File: src/rtl/osc_pll_pkg.sv
package osc_pll_pkg;
   typedef enum logic [1:0] {
      RT_FIN_OFF,
      RT_FIN_ON,
      RT_OSC_WAIT,
      RT_PLL_WAIT
   } route_e;

   typedef enum logic [1:0] {
      ST_IDLE,
      ST_OSC,
      ST_PLL
   } state_e;

   function automatic int max_int(input int a, input int b);
      return (a > b) ? a : b;
   endfunction
endpackage

File: src/rtl/osc_pll_ms_timer.sv
module osc_pll_ms_timer #(
   parameter int CPM   = 1000,
   parameter int CYC_W = 10,
   parameter int MS_W  = 3
) (
   input  logic            clk,
   input  logic            rst_n,
   input  logic            run,
   input  logic [MS_W-1:0] target,
   output logic            expire
);
   logic [CYC_W-1:0] cyc_q;
   logic [MS_W-1:0]  ms_q;
   logic             ms_edge;

   assign ms_edge = (cyc_q == CYC_W'(CPM - 1));
   assign expire  = run && ms_edge && (ms_q == (target - MS_W'(1)));

   always_ff @(posedge clk or negedge rst_n) begin
      if (!rst_n) begin
         cyc_q <= '0;
         ms_q  <= '0;
      end else if (!run || expire) begin
         cyc_q <= '0;
         ms_q  <= '0;
      end else if (ms_edge) begin
         cyc_q <= '0;
         ms_q  <= ms_q + MS_W'(1);
      end else begin
         cyc_q <= cyc_q + CYC_W'(1);
      end
   end
endmodule

File: src/rtl/osc_pll_pin_plan.sv
module osc_pll_pin_plan
   import osc_pll_pkg::*;
#(
   parameter int GPIO_W  = 8,
   parameter int OSC_IDX = 2,
   parameter int PLL_IDX = 3
) (
   input  logic [GPIO_W-1:0] cur_out,
   input  logic [GPIO_W-1:0] cur_oe,
   input  logic              on,
   input  logic [1:0]        sel,
   input  logic              sense,
   output logic [GPIO_W-1:0] nxt_out,
   output logic [GPIO_W-1:0] nxt_oe,
   output route_e            route
);
   logic [GPIO_W-1:0] sel_mask;

   always_comb begin
      sel_mask          = '0;
      sel_mask[OSC_IDX] = sel[0];
      sel_mask[PLL_IDX] = sel[1];
   end

   assign nxt_oe = cur_oe | sel_mask;

   always_comb begin
      nxt_out = cur_out;
      route   = RT_FIN_ON;
      if (!on) begin
         route = RT_FIN_OFF;
         if (sel[0]) nxt_out[OSC_IDX] = 1'b0;
         if (sel[1]) nxt_out[PLL_IDX] = 1'b1;
      end else if (sense) begin
         route = RT_FIN_ON;
      end else if (sel[0]) begin
         route = RT_OSC_WAIT;
         nxt_out[OSC_IDX] = 1'b1;
         if (sel[1]) nxt_out[PLL_IDX] = 1'b1;
      end else if (sel[1]) begin
         route = RT_PLL_WAIT;
         nxt_out[PLL_IDX] = 1'b0;
      end
   end
endmodule

File: src/rtl/osc_pll_ctrl.sv
module osc_pll_ctrl
   import osc_pll_pkg::*;
#(
   parameter int GPIO_W  = 8,
   parameter int PLL_IDX = 3
) (
   input  logic              clk,
   input  logic              rst_n,
   input  logic              cmd_valid,
   input  logic              cmd_on,
   input  logic              pll_sel,
   input  logic [GPIO_W-1:0] plan_out,
   input  logic [GPIO_W-1:0] plan_oe,
   input  route_e            plan_route,
   input  logic              expire,
   output logic [GPIO_W-1:0] out_q,
   output logic [GPIO_W-1:0] oe_q,
   output logic              in_wait,
   output logic              pll_phase,
   output logic              done_q,
   output logic              abort_q,
   output logic              reject_q
);
   state_e state_q;
   logic   pll_after_q;

   assign in_wait   = (state_q != ST_IDLE);
   assign pll_phase = (state_q == ST_PLL);

   always_ff @(posedge clk or negedge rst_n) begin
      if (!rst_n) begin
         state_q     <= ST_IDLE;
         out_q       <= '0;
         oe_q        <= '0;
         pll_after_q <= 1'b0;
         done_q      <= 1'b0;
         abort_q     <= 1'b0;
         reject_q    <= 1'b0;
      end else begin
         done_q   <= 1'b0;
         abort_q  <= 1'b0;
         reject_q <= cmd_valid && (state_q != ST_IDLE);
         unique case (state_q)
            ST_IDLE: begin
               if (cmd_valid) begin
                  out_q       <= plan_out;
                  oe_q        <= plan_oe;
                  pll_after_q <= cmd_on && pll_sel;
                  unique case (plan_route)
                     RT_FIN_OFF: done_q <= 1'b1;
                     RT_FIN_ON: begin
                        done_q  <= 1'b1;
                        abort_q <= 1'b1;
                     end
                     RT_OSC_WAIT: state_q <= ST_OSC;
                     RT_PLL_WAIT: state_q <= ST_PLL;
                     default: state_q <= ST_IDLE;
                  endcase
               end
            end
            ST_OSC: begin
               if (expire) begin
                  if (pll_after_q) begin
                     out_q[PLL_IDX] <= 1'b0;
                     state_q        <= ST_PLL;
                  end else begin
                     state_q <= ST_IDLE;
                     done_q  <= 1'b1;
                     abort_q <= 1'b1;
                  end
               end
            end
            ST_PLL: begin
               if (expire) begin
                  state_q <= ST_IDLE;
                  done_q  <= 1'b1;
                  abort_q <= 1'b1;
               end
            end
            default: state_q <= ST_IDLE;
         endcase
      end
   end
endmodule

File: src/rtl/osc_pll_seq.sv
module osc_pll_seq
   import osc_pll_pkg::*;
#(
   parameter int GPIO_W      = 8,
   parameter int OSC_IDX     = 2,
   parameter int PLL_IDX     = 3,
   parameter int CLK_HZ      = 100_000_000,
   parameter int OSC_MS      = 1,
   parameter int PLL_MS      = 5,
   parameter int SYNC_STAGES = 2
) (
   input  logic              clk,
   input  logic              rst_n,
   input  logic              cmd_valid,
   input  logic              cmd_on,
   input  logic [1:0]        cmd_sel,
   input  logic              osc_sense,
   output logic [GPIO_W-1:0] gpio_out,
   output logic [GPIO_W-1:0] gpio_oe,
   output logic              busy,
   output logic              done,
   output logic              abort_clr,
   output logic              cmd_reject
);
   localparam int CPM    = CLK_HZ / 1000;
   localparam int CYC_W  = (CPM > 1) ? $clog2(CPM) : 1;
   localparam int MS_MAX = max_int(OSC_MS, PLL_MS);
   localparam int MS_W   = $clog2(MS_MAX + 1);

   if (CPM < 1) begin : g_bad_clk
      $error("CLK_HZ must be at least 1000");
   end
   if (OSC_MS < 1 || PLL_MS < 1) begin : g_bad_ms
      $error("settle delays must be at least 1 ms");
   end
   if (OSC_IDX == PLL_IDX || OSC_IDX >= GPIO_W || PLL_IDX >= GPIO_W
       || OSC_IDX < 0 || PLL_IDX < 0) begin : g_bad_idx
      $error("pin indices must be distinct and inside GPIO_W");
   end
   if (SYNC_STAGES < 0) begin : g_bad_sync
      $error("SYNC_STAGES must not be negative");
   end

   logic sense_s;

   if (SYNC_STAGES == 0) begin : g_nosync
      assign sense_s = osc_sense;
   end else begin : g_sync
      logic [SYNC_STAGES-1:0] sh_q;
      always_ff @(posedge clk or negedge rst_n) begin
         if (!rst_n) begin
            sh_q <= '0;
         end else begin
            sh_q[0] <= osc_sense;
            for (int i = 1; i < SYNC_STAGES; i++) sh_q[i] <= sh_q[i-1];
         end
      end
      assign sense_s = sh_q[SYNC_STAGES-1];
   end

   logic [GPIO_W-1:0] plan_out, plan_oe;
   route_e            plan_route;
   logic              expire, in_wait, pll_phase;
   logic [MS_W-1:0]   target;

   osc_pll_pin_plan #(
      .GPIO_W (GPIO_W),
      .OSC_IDX(OSC_IDX),
      .PLL_IDX(PLL_IDX)
   ) u_plan (
      .cur_out(gpio_out),
      .cur_oe (gpio_oe),
      .on     (cmd_on),
      .sel    (cmd_sel),
      .sense  (sense_s),
      .nxt_out(plan_out),
      .nxt_oe (plan_oe),
      .route  (plan_route)
   );

   osc_pll_ctrl #(
      .GPIO_W (GPIO_W),
      .PLL_IDX(PLL_IDX)
   ) u_ctrl (
      .clk       (clk),
      .rst_n     (rst_n),
      .cmd_valid (cmd_valid),
      .cmd_on    (cmd_on),
      .pll_sel   (cmd_sel[1]),
      .plan_out  (plan_out),
      .plan_oe   (plan_oe),
      .plan_route(plan_route),
      .expire    (expire),
      .out_q     (gpio_out),
      .oe_q      (gpio_oe),
      .in_wait   (in_wait),
      .pll_phase (pll_phase),
      .done_q    (done),
      .abort_q   (abort_clr),
      .reject_q  (cmd_reject)
   );

   assign target = pll_phase ? MS_W'(PLL_MS) : MS_W'(OSC_MS);
   assign busy   = in_wait;

   osc_pll_ms_timer #(
      .CPM  (CPM),
      .CYC_W(CYC_W),
      .MS_W (MS_W)
   ) u_timer (
      .clk   (clk),
      .rst_n (rst_n),
      .run   (in_wait),
      .target(target),
      .expire(expire)
   );
endmodule

File: config.mk
export PLATFORM = sky130hd
export DESIGN_NAME = osc_pll_seq
export DESIGN_NICKNAME = d
export VERILOG_FILES = /design/src/rtl/osc_pll_pkg.sv /design/src/rtl/osc_pll_ms_timer.sv /design/src/rtl/osc_pll_pin_plan.sv /design/src/rtl/osc_pll_ctrl.sv /design/src/rtl/osc_pll_seq.sv
export SDC_FILE = /design/constraint.sdc
export NUM_CORES = 1
export LEC_CHECK = 0
export ABC_AREA = 1
export CAP_MARGIN = 20
export CORE_MARGIN = 2
export CORE_UTILIZATION = 55
export CTS_CLUSTER_SIZE = 8
export DETAILED_ROUTE_END_ITERATION = 8
export DONT_BUFFER_PORTS = 1
export PLACE_DENSITY = 0.7
export SYNTH_ARGS = -nofsm -noshare
export SYNTH_HDL_FRONTEND = slang
export SYNTH_SLANG_ARGS = --single-unit
export TNS_END_PERCENT = 5
File: constraint.sdc
create_clock -name clk -period 2.1 [get_ports clk]
set_clock_uncertainty 0.15 [all_clocks]
set_input_delay 0.315 -clock clk [delete_from_list [all_inputs] [get_ports clk]]
set_output_delay 0.315 -clock clk [all_outputs]
set_load 0.05 [all_outputs]
* Word-level counts from Yosys, hierarchy flattened
Index checks and enable logic that the tools add are counted.
** Storage, ports and cells
- Register bits after elaboration :: 38
- Input port bits :: 7
- Output and inout port bits :: 20
- Logic and storage cells :: 83
** Operators by class
- Add/sub/neg operators :: 3
- Equality and inequality tests :: 15
- Mux-type cells :: 35
- Bitwise logic cells :: 1
- Reduce and logical (&&, ||, !) cells :: 18
** Operators with widths (count)
- $mux W17 :: 2
- $mux W2 :: 10
- $add A17 B1 Y17 const B :: 1
- $eq A17 B17 Y1 const B :: 1
- $mux W1 :: 14
- $reduce_bool A2 Y1 :: 5
- $mux W3 :: 3
- $or A8 B4 Y8 :: 1
- $eq A2 B2 Y1 const B :: 3
- $ne A2 B2 Y1 const B :: 3
- $ne A3 B3 Y1 const B :: 2
- $pmux W1 S3 :: 2
- $pmux W2 S3 :: 1
- $reduce_and A6 Y1 :: 1
- $reduce_and A5 Y1 :: 1
- $eq A2 B1 Y1 const B :: 2
- $logic_and A1 B1 Y1 :: 4
- $logic_not A2 Y1 :: 2
- $mux W4 :: 1
- $ne A2 B1 Y1 const B :: 2
- $ne A4 B4 Y1 const B :: 1
- $pmux W2 S2 :: 1
- $reduce_and A4 Y1 :: 1
- $add A3 B1 Y3 const B :: 1
- other kinds (7) :: 7

* Longest topological paths before layout
Gate-level depths: netlist of the first run.
- Depth in word-level cells :: 9
- Mapped depth :: 9
- Depth with buffers taken out :: 9

* By module
From an unflattened synthesis of the first run, not the netlist that was laid out.
** Second synthesis, totals
- Cells, all modules :: 316
- Area total of the unflattened synthesis :: 2418.6 um^2
** By module, submodules not included
- osc_pll_ms_timer :: instances 1, cells each 171, area each 1246.2 um^2, seq. area each 500.5 um^2
- osc_pll_ctrl :: instances 1, cells each 113, area each 950.9 um^2, seq. area each 550.5 um^2
- osc_pll_pin_plan :: instances 1, cells each 28, area each 163.9 um^2, seq. area each 0.0 um^2
- osc_pll_seq :: instances 1, cells each 4, area each 57.6 um^2, seq. area each 50.0 um^2

* Worst setup path before layout of the first run
No wires, ideal clock.
- Path type :: register to register
- Start point :: reg u_timer.cyc_q[0]
- End point :: reg u_timer.cyc_q[14]
- Library setup time :: 0.122 ns
- Data arrival time :: 1.337 ns
- Required time :: 1.828 ns
- Path slack :: 0.491 ns
- Cell stages (with the launch flop) :: 9
- Buffers on the path :: 1
- Period minus slack after synthesis :: 1.609 ns
- Path through :: dfrtp_1 > ha_1 > nand3_4 > nor3_4 > nand2_2 > nand2_2 > buf_6 > a21oi_1 > a21boi_1
** On the way
- Longest elaborated chain between the ends :: 5
- Elaborated cells on any way between the ends :: 7
- Those cells by class :: add/sub (1); eq/ne (1); mux (2); reduce/logical (3)
** Ends and longest elaborated chain
- from (decl) :: line osc_pll_ms_timer.sv:12 : logic [CYC_W-1:0] cyc_q;
- from (signal assigned) :: line osc_pll_ms_timer.sv:30 : cyc_q <= cyc_q + CYC_W'(1);
- branches (longest 4 deep; another with $add A17 B1 Y17)
- $mux W17 (*) :: line osc_pll_ms_timer.sv:23 : end else if (!run || expire) begin
Every way passes the cells marked *.
A chain may end at the register's enable or synchronous reset.

* Worst setup path in the final report of the first run
Same ends and word-level chain as after synthesis.

==> results.md, run 1 <==
- Outcome: completed
- Top cell type's share of synthesized area: 46.4%
- Fraction of registers with async set/reset: 100%
- Netlist cell types: 33
- Area Growth Syn to Fin: 7.75%
- Final instance area: ~1900 µm²
- Fin. Hold Viols: 0
- Max clock buf depth: 2
- CP Class: reg2reg
- Worst Hold Class: in2reg
- Post-Syn Area: ~1700 µm²
- Die W: 60.0 µm
- CTS root buf: clkbuf_4
- Hold bufs inserted after CTS: 6
- Post-synthesis sequential area ratio: 46.4%
- Number of setup buffers added after CTS: 0
- Slew Limit Fails: 0
- P_leak: 0.880 nW
- Post-DP HPWL: 2.15 mm
- Antenna-violating nets left: 0
- Layout Nets: roughly 220
- Required @ worst endpoint: 2.18 ns
- Synth area leader: dfrtp_1
- Drt via density: 5.04
- Commonest non-fill, non-tap cells in the layout: 32 x nand2_1, 32 x dfrtp_1, 24 x inv_1, 22 x nor2_1, 12 x conb_1
- Antenna Cells: 0
- Cells after DPL: 238
- Maxcap violations: 0
- CP Launch Type: flip-flop
- Placed Instance Area: 1710 µm²
- Setup violators final: 0
- DRT Pass-1 Iters: 4
- Number of H-tree levels: 2
- Rows: 20
- Vias in the first global route: 1287
- Initial Util: 57.0%
- Total grt overflow: 0
- Clock latency on the worst-skew pair: 0.33 ns
- Global-route wire length before repair: approximately 5.4 mm
- Die ar.: approximately 3600 µm²
- Port-buffer cells: 0
- Power density over the cells: 1090 nW/µm²
- Num CTS Buffers: 5
- Hold Slack: 0.0251 ns
- Clock slew at reported path FFs: 0.10 ns
- CTS sink cnt: 32
- Ports: 27
- Routed vias: between 1000 and 1500
- Synthesized instance count: 197
- Final WL: 3.02 mm
- Post_cts resized: 0
- Tmin final: 1.83 ns
- Ranking of synthesized cells by area: dfrtp_1 46%, nand2_1 7.0%, buf_4 5.7%
- RSZ-0062 raised after global routing: false
- Initial antenna violation count: 0
- Yosys warns: 0
- Share of cells above drive strength 1: 12.5%
- Filler cells: roughly 280
- CORE AREA: roughly 3000 µm²
- Critical path arrival: ~1.9 ns
- GP Congestion: 0.803
- Avg Inst Size Synth: 8.76 µm²
- Post-route insts no fill: 252
- Setup TNS: 0 ns
- Number of enable flip-flop cells after synthesis: 0
- Total track usage: 19.9%
- Max FO, Critical Path: 20
- Max rail drop VDD: around 0.00054 V
- Crit end category: flip-flop
- Largest net degree at the start of global routing: 33
- CTS tree: done
- Post-route DRC: 0
- Yosys reg bits: 32
- Die Y: 60.0 µm
- WL/cell: approximately 12 µm
- F_max: about 550 MHz
- Final worst path period share: 87.2%
- Detailed Route Iter0 Violations: 77
- Main synth FF type: dfrtp_1
registers in the layout (all words and copies together) (netlist names):
register and flops:
u_ctrl.state_q 2, u_ctrl.abort_q 1, u_ctrl.done_q 1, u_ctrl.oe_q 2
u_timer.cyc_q 17, g_sync.sh_q 2, u_ctrl.reject_q 1, u_ctrl.out_q 2
u_ctrl.pll_after_q 1, u_timer.ms_q 3
synthesized netlist by cell type (3+ instances only):
| library cell | number |
|---|---|
| o21ai_0 | 6 |
| dfrtp_1 | 32 |
| ha_1 | 3 |
| nand3_1 | 11 |
| nand2_1 | 32 |
| nor2_1 | 22 |
| nor2_4 | 6 |
| nor3b_1 | 4 |
| buf_4 | 13 |
| inv_1 | 24 |
| a21oi_1 | 11 |
| nor3_1 | 3 |
| nand2_2 | 3 |
worst paths after layout:
kind | from | to | slack [ns] | depth (start not counted)
worst max register to register | u_timer.cyc_q[0] | u_timer.cyc_q[14] | 0.27 | 7
worst max-delay path | u_timer.cyc_q[0] | u_timer.cyc_q[14] | 0.27 | 7
max in group asynchronous | rst_n | u_timer.cyc_q[2] | 1.32 | 2
worst min-delay path | cmd_valid | u_ctrl.reject_q | 0.03 | 2
min in group asynchronous | rst_n | u_timer.ms_q[2] | 0.29 | 2
worst min register to register | g_sync.sh_q[0] | g_sync.sh_q[1] | 0.22 | 0
per-layer routing:
metal	GRT usage, %	share of wire (%)	vias to the layer above
li1	-	-	630
met1	24.7	44	606
met2	32.5	51	33
met3	7.58	5.3	0
met4	5.08	0	0
met5	0	0	-
through the flow:
step | power (mW) | utilization (%) | setup slack (ns)
floorplan | 1.50 | - | 0.491
global placement | 1.53 | 56.6 | 0.330
detailed placement | 1.55 | 56.6 | 0.249
CTS | 2.04 | 61.4 | 0.237
global route | 2.18 | 61.4 | 0.132
finish | 2.03 | 61.4 | 0.270
kinds of logic after synthesis:
group / Yosys count / share of synthesized area [%]
AO/OA/AOI/OAI: 27 / 9.06
XOR/XNOR: 4 / 2.03
adder cells (fa/ha/maj): 3 / 2.17
buffers and inverters: 40 / 12.0
flip-flops: 32 / 46.4
other: 1 / 0.217
AND/OR/NAND/NOR: 90 / 28.2
critical path, cell delays in order, from the launching register on:
cell,delay [ns]
dfrtp_1,0.38
ha_1,0.24
nand3_4,0.12
nor3_4,0.23
nand2_2,0.11
nand2_2,0.31
a21oi_1,0.06
a21boi_1,0.14
layout make-up:
cell class	count	area, µm²	area share [%]
clock buffers	6	41.3	2.22
clock inverters	2	35.0	1.88
inverters	26	97.6	5.25
multi-input cells	136	761	40.9
flip-flops and latches	32	801	43.0
well taps	44	55.1	2.96
repair buffers	6	70.1	3.77
power by group:
| group | total, mW | internal [mW] | switching, mW |
|---|---|---|---|
| combinational | 0.647 | 0.174 | 0.473 |
| sequential | 0.921 | 0.719 | 0.202 |
| clock | 0.458 | 0.249 | 0.209 |
Power figures use the tool's default switching activity.
==> run 2, diff against run 1 <==
--- a/config.mk
+++ b/config.mk
@@ -8,11 +8,10 @@
 export ABC_AREA = 1
 export CAP_MARGIN = 20
 export CORE_MARGIN = 2
-export CORE_UTILIZATION = 55
+export CORE_UTILIZATION = 30
 export CTS_CLUSTER_SIZE = 8
 export DETAILED_ROUTE_END_ITERATION = 8
 export DONT_BUFFER_PORTS = 1
-export PLACE_DENSITY = 0.7
 export SYNTH_ARGS = -nofsm -noshare
 export SYNTH_HDL_FRONTEND = slang
 export SYNTH_SLANG_ARGS = --single-unit
==> results.md, run 2 (same netlist as run 1, synthesis figures left out) <==
- Outcome: completed
- DRT Pass-1 Iters: 4
- Die ar.: approximately 6400 µm²
- WL/cell: 10.8 µm
- Largest net degree at the start of global routing: 33
- RSZ-0062 raised after global routing: false
- Routed vias: 1207
- Required @ worst endpoint: ~2.1 ns
- Antenna-violating nets left: 0
- Number of setup buffers added after CTS: 0
- Vias in the first global route: 1207
- Antenna Cells: 0
- Biggest register: u_timer.cyc_q
- Max clock buf depth: 2
- CP Launch Type: flip-flop
- Metal-1 WL: 1.43 mm
- Clock latency on the worst-skew pair: 0.28 ns
- Post-DP HPWL: 2.11 mm
- CORE AREA: 5540 µm²
- Highest metal used: met4
- Layout Nets: 214
- Final instance area: 1870 µm²
- Rows: 27
- Global-route wire length before repair: between 5 and 6 mm
- Crit end category: flip-flop
- Detailed Route Iter0 Violations: 59
- Die W: 79.9 µm
- Max FFs per register: 17
- Slew Limit Fails: 0
- Tmin final: 1.85 ns
- Critical path arrival: 1.87 ns
- Number of H-tree levels: 2
- Placed Instance Area: 1750 µm²
- Setup violators final: 0
- Total track usage: 10.7%
- Initial antenna violation count: 0
- Num CTS Buffers: 5
- CTS tree: done
- Post-route DRC: 0
- Fin. Hold Viols: 0
- Port-buffer cells: 0
- Share of cells above drive strength 1: 12.3%
- Hold bufs inserted after CTS: 3
- Drt via density: ~4.4
- P_leak: 0.866 nW
- Power density over the cells: 1070 nW/µm²
- F_max: approximately 540 MHz
- Max FO, Critical Path: 20
- Final WL: 2.99 mm
- CTS root buf: clkbuf_8
- Total grt overflow: 0
- CP Class: reg2reg
- Initial Util: between 30% and 40%
- Area Growth Syn to Fin: 8.12%
- CTS sink cnt: 32
- Setup TNS: 0 ns
- GP Congestion: ~0.75
- Met2 WL: 1.40 mm
- Max rail drop VDD: roughly 0.00036 V
- Worst Hold Class: in2reg
- Post_cts resized: 0
- Commonest non-fill, non-tap cells in the layout: 32 x nand2_1, 32 x dfrtp_1, 24 x inv_1, 22 x nor2_1, 12 x conb_1
- Met3 WL post-DR: 133 µm
- Die Y: 79.9 µm
- Top flop regs: u_timer.cyc_q: 17 flops, u_timer.ms_q: 3 flops
- Hold Slack: approximately 0.021 ns
- Ports: 27
- Clock slew at reported path FFs: 0.06 ns
- Final worst path period share: 88.1%
- Maxcap violations: 0
## run 2: cell types whose count changed in the layout (fill, tap and decap cells not counted)
cell           delta
bufinv_16         -1
dlygate4sd3_1     -3
clkbuf_4          -5
clkbuf_8          +5
## run 2: layout make-up
| cell class | instances | area (µm²) |
|---|---|---|
| Inverter | 26 | 97.6 |
| Sequential cell | 32 | 801 |
| Multi-Input combinational cell | 136 | 761 |
| Clock inverter | 1 | 5.00 |
| Tap cell | 72 | 90.1 |
| Clock buffer | 6 | 72.6 |
| Timing Repair Buffer | 3 | 40.0 |
| Fill cell | 585 | 3670 |
## run 2: final timing paths
path | depth (start not counted) | endpoint | slack [ns] | from
worst max-delay path | 7 | u_timer.cyc_q[14] | 0.25 | u_timer.cyc_q[0]
worst min-delay path | 2 | u_ctrl.state_q[0] | 0.02 | cmd_on
worst max register to register | 7 | u_timer.cyc_q[14] | 0.25 | u_timer.cyc_q[0]
worst min register to register | 0 | g_sync.sh_q[1] | 0.20 | g_sync.sh_q[0]
max in group asynchronous | 2 | u_timer.cyc_q[5] | 1.29 | rst_n
min in group asynchronous | 2 | u_timer.cyc_q[15] | 0.33 | rst_n
## run 2: layer usage
layer	GRT usage, %	vias to the layer above
li1	-	624
met1	13.2	561
met2	16.9	18
met3	4.19	4
met4	4.07	0
met5	0	-
## run 2: worst max-delay path, cell delays in order, from the launching register on
cell and delay, ns:
dfrtp_1 0.37, ha_1 0.23, nand3_4 0.12, nor3_4 0.24
nand2_2 0.11, nand2_2 0.32, a21oi_1 0.07, a21boi_1 0.14
## run 2: where the power goes
part	switching [mW]	total, mW	internal (mW)
sequential	0.199	0.919	0.721
combinational	0.476	0.644	0.169
clock	0.212	0.437	0.225
total	0.886	2.00	1.11
## run 2: through the flow
| stage | cells | worst slack [ns] | power [mW] | util (%) |
|---|---|---|---|---|
| after floorplan | 208 | 0.491 | 1.50 | - |
| after global placement | 266 | 0.308 | 1.55 | 31.6 |
| after detailed placement | 266 | 0.241 | 1.56 | 31.6 |
| after CTS | 276 | 0.241 | 2.03 | 33.7 |
| after global routing | 276 | 0.107 | 2.17 | 33.7 |
| final | 276 | 0.249 | 2.00 | 33.7 |
